## config.mk

```make
export PLATFORM = sky130hd
export DESIGN_NAME = frame_phase_aligner
export DESIGN_NICKNAME = d
export VERILOG_FILES = /design/src/rtl/fpa_pkg.sv /design/src/rtl/fpa_ref_sync.sv /design/src/rtl/fpa_frame_cnt.sv /design/src/rtl/fpa_phase_ctl.sv /design/src/rtl/fpa_wr_guard.sv /design/src/rtl/frame_phase_aligner.sv
export SDC_FILE = /design/constraint.sdc
export NUM_CORES = 1
export LEC_CHECK = 0
export BUFFER_PORTS_ARGS = -buffer_cell sky130_fd_sc_hd__buf_2
export CORE_ASPECT_RATIO = 1.1
export CORE_MARGIN = 5
export CORE_UTILIZATION = 34
export CTS_BUF_LIST = sky130_fd_sc_hd__clkbuf_4
export DETAILED_ROUTE_END_ITERATION = 6
export PLACE_DENSITY_LB_ADDON = 0.3
export SYNTH_ARGS = -nofsm -noshare
export SYNTH_HDL_FRONTEND = slang
export SYNTH_SLANG_ARGS = --single-unit
export TNS_END_PERCENT = 1
```

## constraint.sdc

```tcl
create_clock -name clk_i -period 1.3 [get_ports clk_i]
set_input_delay 0.195 -clock clk_i [delete_from_list [all_inputs] [get_ports clk_i]]
set_output_delay 0.195 -clock clk_i [all_outputs]
set_load 0.005 [all_outputs]
```

## src/rtl/fpa_pkg.sv

```systemverilog
package fpa_pkg;
  typedef enum logic {
    ST_ACQ   = 1'b0,
    ST_TRACK = 1'b1
  } lock_state_e;
endpackage

```

## src/rtl/fpa_ref_sync.sv

```systemverilog
module fpa_ref_sync #(
  parameter int unsigned STAGES = 2
) (
  input  logic clk_i,
  input  logic rst_ni,
  input  logic ref_i,
  output logic rise_o
);
  logic [STAGES-1:0] sync_q;
  logic              last_q;

  generate
    if (STAGES == 1) begin : g_single
      always_ff @(posedge clk_i or negedge rst_ni) begin
        if (!rst_ni) sync_q <= '0;
        else         sync_q <= ref_i;
      end
    end else begin : g_chain
      always_ff @(posedge clk_i or negedge rst_ni) begin
        if (!rst_ni) sync_q <= '0;
        else         sync_q <= {sync_q[STAGES-2:0], ref_i};
      end
    end
  endgenerate

  always_ff @(posedge clk_i or negedge rst_ni) begin
    if (!rst_ni) last_q <= 1'b0;
    else         last_q <= sync_q[STAGES-1];
  end

  // one-cycle strobe per reference pulse, however long it is held
  assign rise_o = sync_q[STAGES-1] & ~last_q;
endmodule

```

## src/rtl/fpa_frame_cnt.sv

```systemverilog
module fpa_frame_cnt #(
  parameter int unsigned FRAME_LEN = 16,
  parameter int unsigned CNT_W     = 4
) (
  input  logic             clk_i,
  input  logic             rst_ni,
  input  logic             load_i,
  output logic [CNT_W-1:0] cnt_o,
  output logic             start_o,
  output logic             last_o
);
  localparam logic [CNT_W-1:0] LAST = CNT_W'(FRAME_LEN - 1);

  logic [CNT_W-1:0] cnt_q;

  // load to 1: the detection cycle is taken as slot 0
  always_ff @(posedge clk_i or negedge rst_ni) begin
    if (!rst_ni)      cnt_q <= '0;
    else if (load_i)  cnt_q <= CNT_W'(1);
    else if (last_o)  cnt_q <= '0;
    else              cnt_q <= cnt_q + CNT_W'(1);
  end

  assign cnt_o   = cnt_q;
  assign start_o = (cnt_q == '0);
  assign last_o  = (cnt_q == LAST);
endmodule

```

## src/rtl/fpa_phase_ctl.sv

```systemverilog
module fpa_phase_ctl
  import fpa_pkg::*;
(
  input  logic clk_i,
  input  logic rst_ni,
  input  logic ref_rise_i,
  input  logic at_start_i,
  input  logic at_last_i,
  input  logic alarm_clr_i,
  output logic corr_o,
  output logic locked_o,
  output logic alarm_o,
  output logic err_frame_o
);
  lock_state_e state_q;
  logic        alarm_q;
  logic        err_q;
  logic        slip;

  assign corr_o = ref_rise_i & ~at_start_i;
  assign slip   = corr_o & (state_q == ST_TRACK);

  always_ff @(posedge clk_i or negedge rst_ni) begin
    if (!rst_ni) begin
      state_q <= ST_ACQ;
      alarm_q <= 1'b0;
      err_q   <= 1'b0;
    end else begin
      if (ref_rise_i) state_q <= ST_TRACK;
      if (slip)             alarm_q <= 1'b1;
      else if (alarm_clr_i) alarm_q <= 1'b0;
      if (slip)           err_q <= 1'b1;
      else if (at_last_i) err_q <= 1'b0;
    end
  end

  assign locked_o    = (state_q == ST_TRACK);
  assign alarm_o     = alarm_q;
  assign err_frame_o = err_q;
endmodule

```

## src/rtl/fpa_wr_guard.sv

```systemverilog
module fpa_wr_guard #(
  parameter int unsigned ADDR_W = 8,
  parameter int unsigned DATA_W = 8
) (
  input  logic              block_i,
  input  logic              wr_req_i,
  input  logic [ADDR_W-1:0] wr_addr_i,
  input  logic [DATA_W-1:0] wr_data_i,
  output logic              mem_we_o,
  output logic [ADDR_W-1:0] mem_addr_o,
  output logic [DATA_W-1:0] mem_data_o,
  output logic              wr_stall_o
);
  // address is never altered; a risky write is dropped and stalled
  assign mem_we_o   = wr_req_i & ~block_i;
  assign wr_stall_o = wr_req_i & block_i;
  assign mem_addr_o = wr_addr_i;
  assign mem_data_o = wr_data_i;
endmodule

```

## src/rtl/frame_phase_aligner.sv

```systemverilog
module frame_phase_aligner #(
  parameter  int unsigned FRAME_LEN   = 16,
  parameter  int unsigned SYNC_STAGES = 2,
  parameter  int unsigned ADDR_W      = 8,
  parameter  int unsigned DATA_W      = 8,
  localparam int unsigned CNT_W       = (FRAME_LEN > 2) ? $clog2(FRAME_LEN) : 1
) (
  input  logic              clk_i,
  input  logic              rst_ni,
  input  logic              ref_fp_i,
  input  logic              alarm_clr_i,
  input  logic              wr_req_i,
  input  logic [ADDR_W-1:0] wr_addr_i,
  input  logic [DATA_W-1:0] wr_data_i,
  output logic              fp_o,
  output logic [CNT_W-1:0]  slot_o,
  output logic              corr_o,
  output logic              err_frame_o,
  output logic              locked_o,
  output logic              alarm_o,
  output logic              mem_we_o,
  output logic [ADDR_W-1:0] mem_addr_o,
  output logic [DATA_W-1:0] mem_data_o,
  output logic              wr_stall_o
);
  logic ref_rise;
  logic at_start;
  logic at_last;
  logic corr;

  fpa_ref_sync #(.STAGES(SYNC_STAGES)) u_sync (
    .clk_i  (clk_i),
    .rst_ni (rst_ni),
    .ref_i  (ref_fp_i),
    .rise_o (ref_rise)
  );

  fpa_frame_cnt #(.FRAME_LEN(FRAME_LEN), .CNT_W(CNT_W)) u_cnt (
    .clk_i   (clk_i),
    .rst_ni  (rst_ni),
    .load_i  (corr),
    .cnt_o   (slot_o),
    .start_o (at_start),
    .last_o  (at_last)
  );

  fpa_phase_ctl u_ctl (
    .clk_i       (clk_i),
    .rst_ni      (rst_ni),
    .ref_rise_i  (ref_rise),
    .at_start_i  (at_start),
    .at_last_i   (at_last),
    .alarm_clr_i (alarm_clr_i),
    .corr_o      (corr),
    .locked_o    (locked_o),
    .alarm_o     (alarm_o),
    .err_frame_o (err_frame_o)
  );

  fpa_wr_guard #(.ADDR_W(ADDR_W), .DATA_W(DATA_W)) u_guard (
    .block_i    (corr),
    .wr_req_i   (wr_req_i),
    .wr_addr_i  (wr_addr_i),
    .wr_data_i  (wr_data_i),
    .mem_we_o   (mem_we_o),
    .mem_addr_o (mem_addr_o),
    .mem_data_o (mem_data_o),
    .wr_stall_o (wr_stall_o)
  );

  assign fp_o   = at_start;
  assign corr_o = corr;
endmodule

```

==> flow_summary.json, run 1 <==
{
  "setup_viol": 11,
  "grt_usage": 0.08948,
  "synthFlopType": "dfrtp_1",
  "rr_startpoint": "u_cnt.cnt_o[0]",
  "hold_class": "input pin to register",
  "grt_setup_unrepaired": "yes",
  "synth_top_area_share": 0.4651,
  "rrSetupSlack_ps": -180,
  "clockBufferDepth": 2,
  "syn_to_final_growth_pct": 29.30,
  "synth_most_common_cell": "buf_4",
  "dr.pass1.iters": 2,
  "vias_per_cell": 4.476,
  "failed_checks": "negative setup slack",
  "io_pins": 48,
  "clk_pin_slew_ps": 70,
  "total_power_w": 0.001501,
  "endpoint_kind": "output pin",
  "p_leak_nw": 0.3484,
  "wl_met1_um": 460,
  "top_layer": "met4",
  "path_class": "register to output pin",
  "setup_slack_ps": -306.7,
  "gr-total-overflow": 0,
  "p_per_area_mw_per_mm2": 2157,
  "worst_r2r_path_depth": 6,
  "syn_area_per_cell_um2": 10.98,
  "fp.dieW_um": 47.93,
  "first_iter_violations": 2,
  "antenna_found_initial": 0,
  "ys_types": 19,
  "port_buffers": 15,
  "drv_cap": 0,
  "finalCriticalPeriod_ps": 1607,
  "grt_pass1_vias": 346,
  "drive_above_1_share": 0.6269,
  "place_hpwl_um": 712.1,
  "vdd_drop_max_v": 0.0009625,
  "clk_latency_ps": 270,
  "synth.area.top_cells": "dfrtp_1 47%, buf_4 22%, ha_1 4.7%",
  "synth_fp_nets": 72,
  "slew_viol_final": 0,
  "wl_per_cell_um": 12.81,
  "worstPathRequired_ps": 1110,
  "synth-edff-count": 0,
  "ant_nets": 0,
  "core_mm2": 0.001539,
  "fin_util": 0.4520,
  "vias": 376,
  "outcome": "finished, violations left",
  "start_util": 0.3496,
  "die_y_um": 51.72,
  "synth_common_cells": "16 x buf_4, 10 x dfrtp_1, 3 x inv_1",
  "fin_crit_sh": 1.236,
  "fin_nets": 91,
  "rows": 15,
  "fin_worst_skew_ps": 3.990,
  "cp-start-kind": "register",
  "root_buffer": "clkbuf_4",
  "synthCells": 49,
  "ys_seq_area_frac": 0.4651,
  "cts_buffers": 3,
  "hold_viol_final": 0,
  "fmax_mhz": 622.4,
  "grt_max_degree": 11,
  "syn_area_um2": 538.0,
  "clock_sinks": 10,
  "htree_levels": 1,
  "die-area_mm2": 0.002479,
  "synth_area_leader_cell": "dfrtp_1",
  "async_flop_share": 1.000,
  "rr_endpoint": "u_cnt.cnt_o[3]",
  "grt_pass1_wl_um": 1524,
  "worst_pin_slew_ps": 235.4,
  "dr_wl_met2_um": 443,
  "crit_start": "u_cnt.cnt_o[0]",
  "antenna_cells": 0,
  "wl_um": 1076,
  "cp.arrival_ps": 1410,
  "max_slew_margin": 0.8431,
  "cts_tree": "done",
  "ys_ff_latch": 10,
  "drc": 0,
  "wl_met3_um": 149,
  "crit_end": "wr_stall_o",
  "place.gp.congestion": 0.7934,
  "yosysWarnings": 0,
  "cp_max_fo": 5
}
==> kinds of logic (layout without fill, tap and decap cells) <==
logic type	after synthesis	in the layout	synth area share
flip-flops	10	10	0.4651
buffers and inverters	20	38	0.2512
AO/OA/AOI/OAI	6	6	0.08139
adder cells (fa/ha/maj)	2	2	0.04650
AND/OR/NAND/NOR	10	10	0.1395
XOR/XNOR	1	1	0.01628
==> what timing repair did <==
item                                   CTS  global route
setup endpoints to repair                6            10
endpoints found under the hold margin   10             0
gates resized for setup                  4             4
hold buffers                             1             0
pin swaps                                2             1
buffers inserted                         4             3
==> cell type report <==
cell class              count  area [um^2]
well taps                  17        21.27
fillers                   155        843.3
clock buffers               3        22.52
flip-flops and latches     10        250.2
inverters                   4        15.01
clock inverters             1        3.754
repair buffers             30        216.5
multi-input cells          19        166.4
==> flip-flops by register name, indices dropped and copies added (netlist names) <==
| signal | cells |
|---|---|
| u_cnt.cnt_o | 4 |
| u_sync.sync_q | 2 |
| u_ctl.alarm_o | 1 |
| u_ctl.err_frame_o | 1 |
| u_ctl.locked_o | 1 |
| u_sync.last_q | 1 |
==> metal layers <==
metal	global-route usage	up-vias
li1	-	179
met1	0.1166	177
met2	0.1256	18
met3	0.03460	2
met4	0.04484	0
met5	0	-
==> worst max-delay path, stage by stage, from the launching register on <==
cell and delay [ps]:
dfrtp_1 390, inv_2 70, ha_2 150, nor3b_4 220
nor2_4 70, and2_4 140, buf_6 100
==> power breakdown <==
part	internal, W	switching [W]
Sequential	0.000393	0.0000874
Clock	0.000111	0.000112
Combinational	0.000506	0.000291
==> through the flow <==
step	instance area (um^2)	setup TNS (ps)	hold WS (ps)	std cells	setup slack (ps)
finish	695.7	-1551	31.76	84	-306.7
global route	695.7	-2294	35.34	84	-387.8
CTS	656.9	-1459	25.13	81	-322.2
detailed placement	578.1	-103.1	74.48	72	-40.89
global placement	578.1	-17.48	66.27	72	-17.48
floorplan	549.3	0	-100.6	49	0.8540
==> worst min path at each step <==
stage / start / endpoint / slack (ps) / depth (start not counted)
after global routing: ref_fp_i / u_sync.sync_q[0] / 40 / 1
after CTS: ref_fp_i / u_sync.sync_q[0] / 30 / 1
final: ref_fp_i / u_sync.sync_q[0] / 30 / 1
after detailed placement: rst_ni / u_sync.sync_q[0] / 70 / 1
after floorplan: rst_ni / u_cnt.cnt_o[0] / -100 / 0
after global placement: rst_ni / u_sync.sync_q[0] / 70 / 1
==> cells in the final DEF (no fill, tap or decap), drive strengths merged <==
master        n
nor3b         1
o21ai         1
inv           4
buf          29
a21o          1
xnor2         1
nand2b        2
a22o          2
dfrtp        10
nand3         1
ha            2
nor2b         2
clkinv        1
a21oi         2
nor2          2
or4           1
and2          1
clkbuf        3
dlygate4sd3   1
Note: power is estimated with default switching activity, not from simulation.
==> inputs of run 2 (changes only) <==
CORE_ASPECT_RATIO = not set   (was 1.1)
CORE_UTILIZATION = 40   (was 34)
clock period = 1.91 ns   (was 1.3 ns; I/O delays follow)
==> run 2 against run 1 <==
  * The flow now finishes without violations
  * Non-clock buffer count shrank 13
  * Final cell count shrank 18%
  * Global-route usage grew 1.6 points
  * Total power shrank 49%
  * Critical endpoint unchanged
  * Highest routed layer unchanged
==> flow_summary.json, run 2 (synthesized netlist as in run 1, its figures left out) <==
{
  "outcome": "completed",
  "grt_pass1_vias": 359,
  "vias": 333,
  "critPathBufInv": 2,
  "fin_worst_skew_ps": 2.839,
  "htree_levels": 1,
  "io_pins": 48,
  "cp.arrival_ps": 1510,
  "worst_r2r_path_depth": 6,
  "hold_viol_final": 0,
  "fmax_mhz": 556.7,
  "clk_latency_ps": 270,
  "worstPathRequired_ps": 1620,
  "wl_um": 898,
  "rows": 13,
  "syn_to_final_growth_pct": 4.419,
  "clk_pin_slew_ps": 60,
  "swShare": 0.3462,
  "layout_commonest_cell": "buf_2",
  "wl_per_cell_um": 13.01,
  "most-common-layout-cells": "15 x buf_2, 10 x dfrtp_1, 3 x inv_1, 3 x clkbuf_4",
  "min_path_cells": 1,
  "place.gp.congestion": 0.7508,
  "rr_endpoint": "u_ctl.err_frame_o",
  "rrSetupSlack_ps": 440,
  "root_buffer": "clkbuf_4",
  "finalCriticalPeriod_ps": 1796,
  "setup_tns_ps": 0,
  "p_leak_nw": 0.2817,
  "setup_viol": 0,
  "grt_setup_unrepaired": "no",
  "grt_pass1_wl_um": 1531,
  "antenna_cells": 0,
  "clockPowerShare": 0.193,
  "clock_sinks": 10,
  "grt_usage": 0.1057,
  "grt_max_degree": 11,
  "slew_viol_final": 0,
  "max_slew_margin": 0.8426,
  "vias_per_cell": 4.826,
  "endpoint_kind": "output pin",
  "core_mm2": 0.001285,
  "wl_met3_um": 150,
  "total_power_w": 0.0007615,
  "p_per_area_mw_per_mm2": 1355,
  "largest_reg_flops": 4,
  "ant_nets": 0,
  "dr_wl_met2_um": 360,
  "top_layer": "met4",
  "setup_slack_ps": 113.6,
  "holdPathEnd": "u_sync.sync_q[0]",
  "cp-start-kind": "register",
  "cp_max_fo": 6,
  "min_from": "ref_fp_i",
  "cts_tree": "done",
  "gr-total-overflow": 0,
  "cpLargestDelayFamily": "simple AND/OR/NAND/NOR gates",
  "fin_nets": 78,
  "dp_slack_ps": 299.4,
  "start_util": 0.4187,
  "die_y_um": 46.68,
  "rr_startpoint": "u_cnt.cnt_o[0]",
  "crit_path_max_incr_delay_ps": 400,
  "path_class": "register to output pin",
  "port_buffers": 15,
  "p_int_w": 0.0004978,
  "slowest_stage": "dfrtp_1",
  "die-area_mm2": 0.002179,
  "clockBufferDepth": 2,
  "wl_met1_um": 358,
  "drive_above_1_share": 0.4444,
  "vdd_drop_max_v": 0.0006085,
  "hold_class": "input pin to register",
  "cts_buffers": 3,
  "antenna_found_initial": 0,
  "crit_start": "u_cnt.cnt_o[0]",
  "drv_cap": 0,
  "dr.pass1.iters": 2,
  "fin_crit_sh": 0.9405,
  "sequentialPowerShare": 0.436,
  "p_comb_frac": 0.372,
  "place_hpwl_um": 691.1,
  "crit_chain": "inv_1, ha_1, nor3b_4, nor2_4, and2_1, buf_2",
  "worst_pin_slew_ps": 236.1,
  "p_switching_w": 0.0002636,
  "drc": 0,
  "fp.dieW_um": 46.68,
  "first_iter_violations": 6
}
-- run 2: changes by cell type in the layout (fill, tap and decap cells not counted) --
| cell | change |
|---|---|
| inv_2 | -2 |
| and2_1 | +1 |
| buf_2 | +3 |
| ha_2 | -2 |
| and2_4 | -1 |
| buf_6 | -5 |
| ha_1 | +2 |
| buf_4 | -11 |
| inv_1 | +2 |
-- run 2: how the worst max path moves through the flow --
| stage | endpoint | cells past startpoint | slack, ps |
|---|---|---|---|
| finish | wr_stall_o | 6 | 110 |
| detailed placement | wr_stall_o | 6 | 300 |
| global placement | wr_stall_o | 6 | 330 |
| global route | wr_stall_o | 6 | 5 |
| floorplan | wr_stall_o | 5 | 460 |
| CTS | wr_stall_o | 6 | 9 |
-- run 2: worst reg2reg max path: cells and delay by family (launching register included) --
family / cells / cell delay, ps
AO/OA/AOI/OAI: 1 / 220
buffers and inverters: 2 / 260
flip-flops: 1 / 400
adder cells (fa/ha/maj): 1 / 160
AND/OR/NAND/NOR: 2 / 310
-- run 2: metal layers --
metal,up-vias,track usage
li1,154,-
met1,150,0.1256
met2,23,0.1401
met3,6,0.03516
met4,0,0.1105
met5,-,0
-- run 2: power by group through the flow --
stage	combinational, W	sequential, W	clock (W)
floorplan	0.000187	0.000329	0
global placement	0.000272	0.000328	0
detailed placement	0.000267	0.000332	0
CTS	0.000274	0.000327	0.000153
global route	0.000321	0.000346	0.000167
finish	0.000283	0.000332	0.000147
-- run 2: area by class of cell --
cell class | instances | area [um^2]
fillers | 139 | 723.2
flip-flops and latches | 10 | 250.2
multi-input cells | 19 | 158.9
repair buffers | 17 | 92.59
clock buffers | 3 | 22.52
well taps | 15 | 18.77
inverters | 4 | 15.01
clock inverters | 1 | 3.754
-- run 2: per-stage QoR --
stage / util / hold slack [ps] / std cells / cell area, um^2
floorplan: - / -9.091 / 49 / 538.0
global placement: 0.3982 / 157.0 / 63 / 511.7
detailed placement: 0.3982 / 160.8 / 63 / 511.7
CTS: 0.4265 / 115.7 / 68 / 548.0
global route: 0.4372 / 122.3 / 69 / 561.8
finish: 0.4372 / 122.1 / 69 / 561.8
-- run 2: what timing repair did --
item,in CTS,in global routing
hold buffers,1,0
resized for setup,0,1
hold endpoints to repair,10,0
buffers inserted,0,1
setup endpoints to repair,0,2
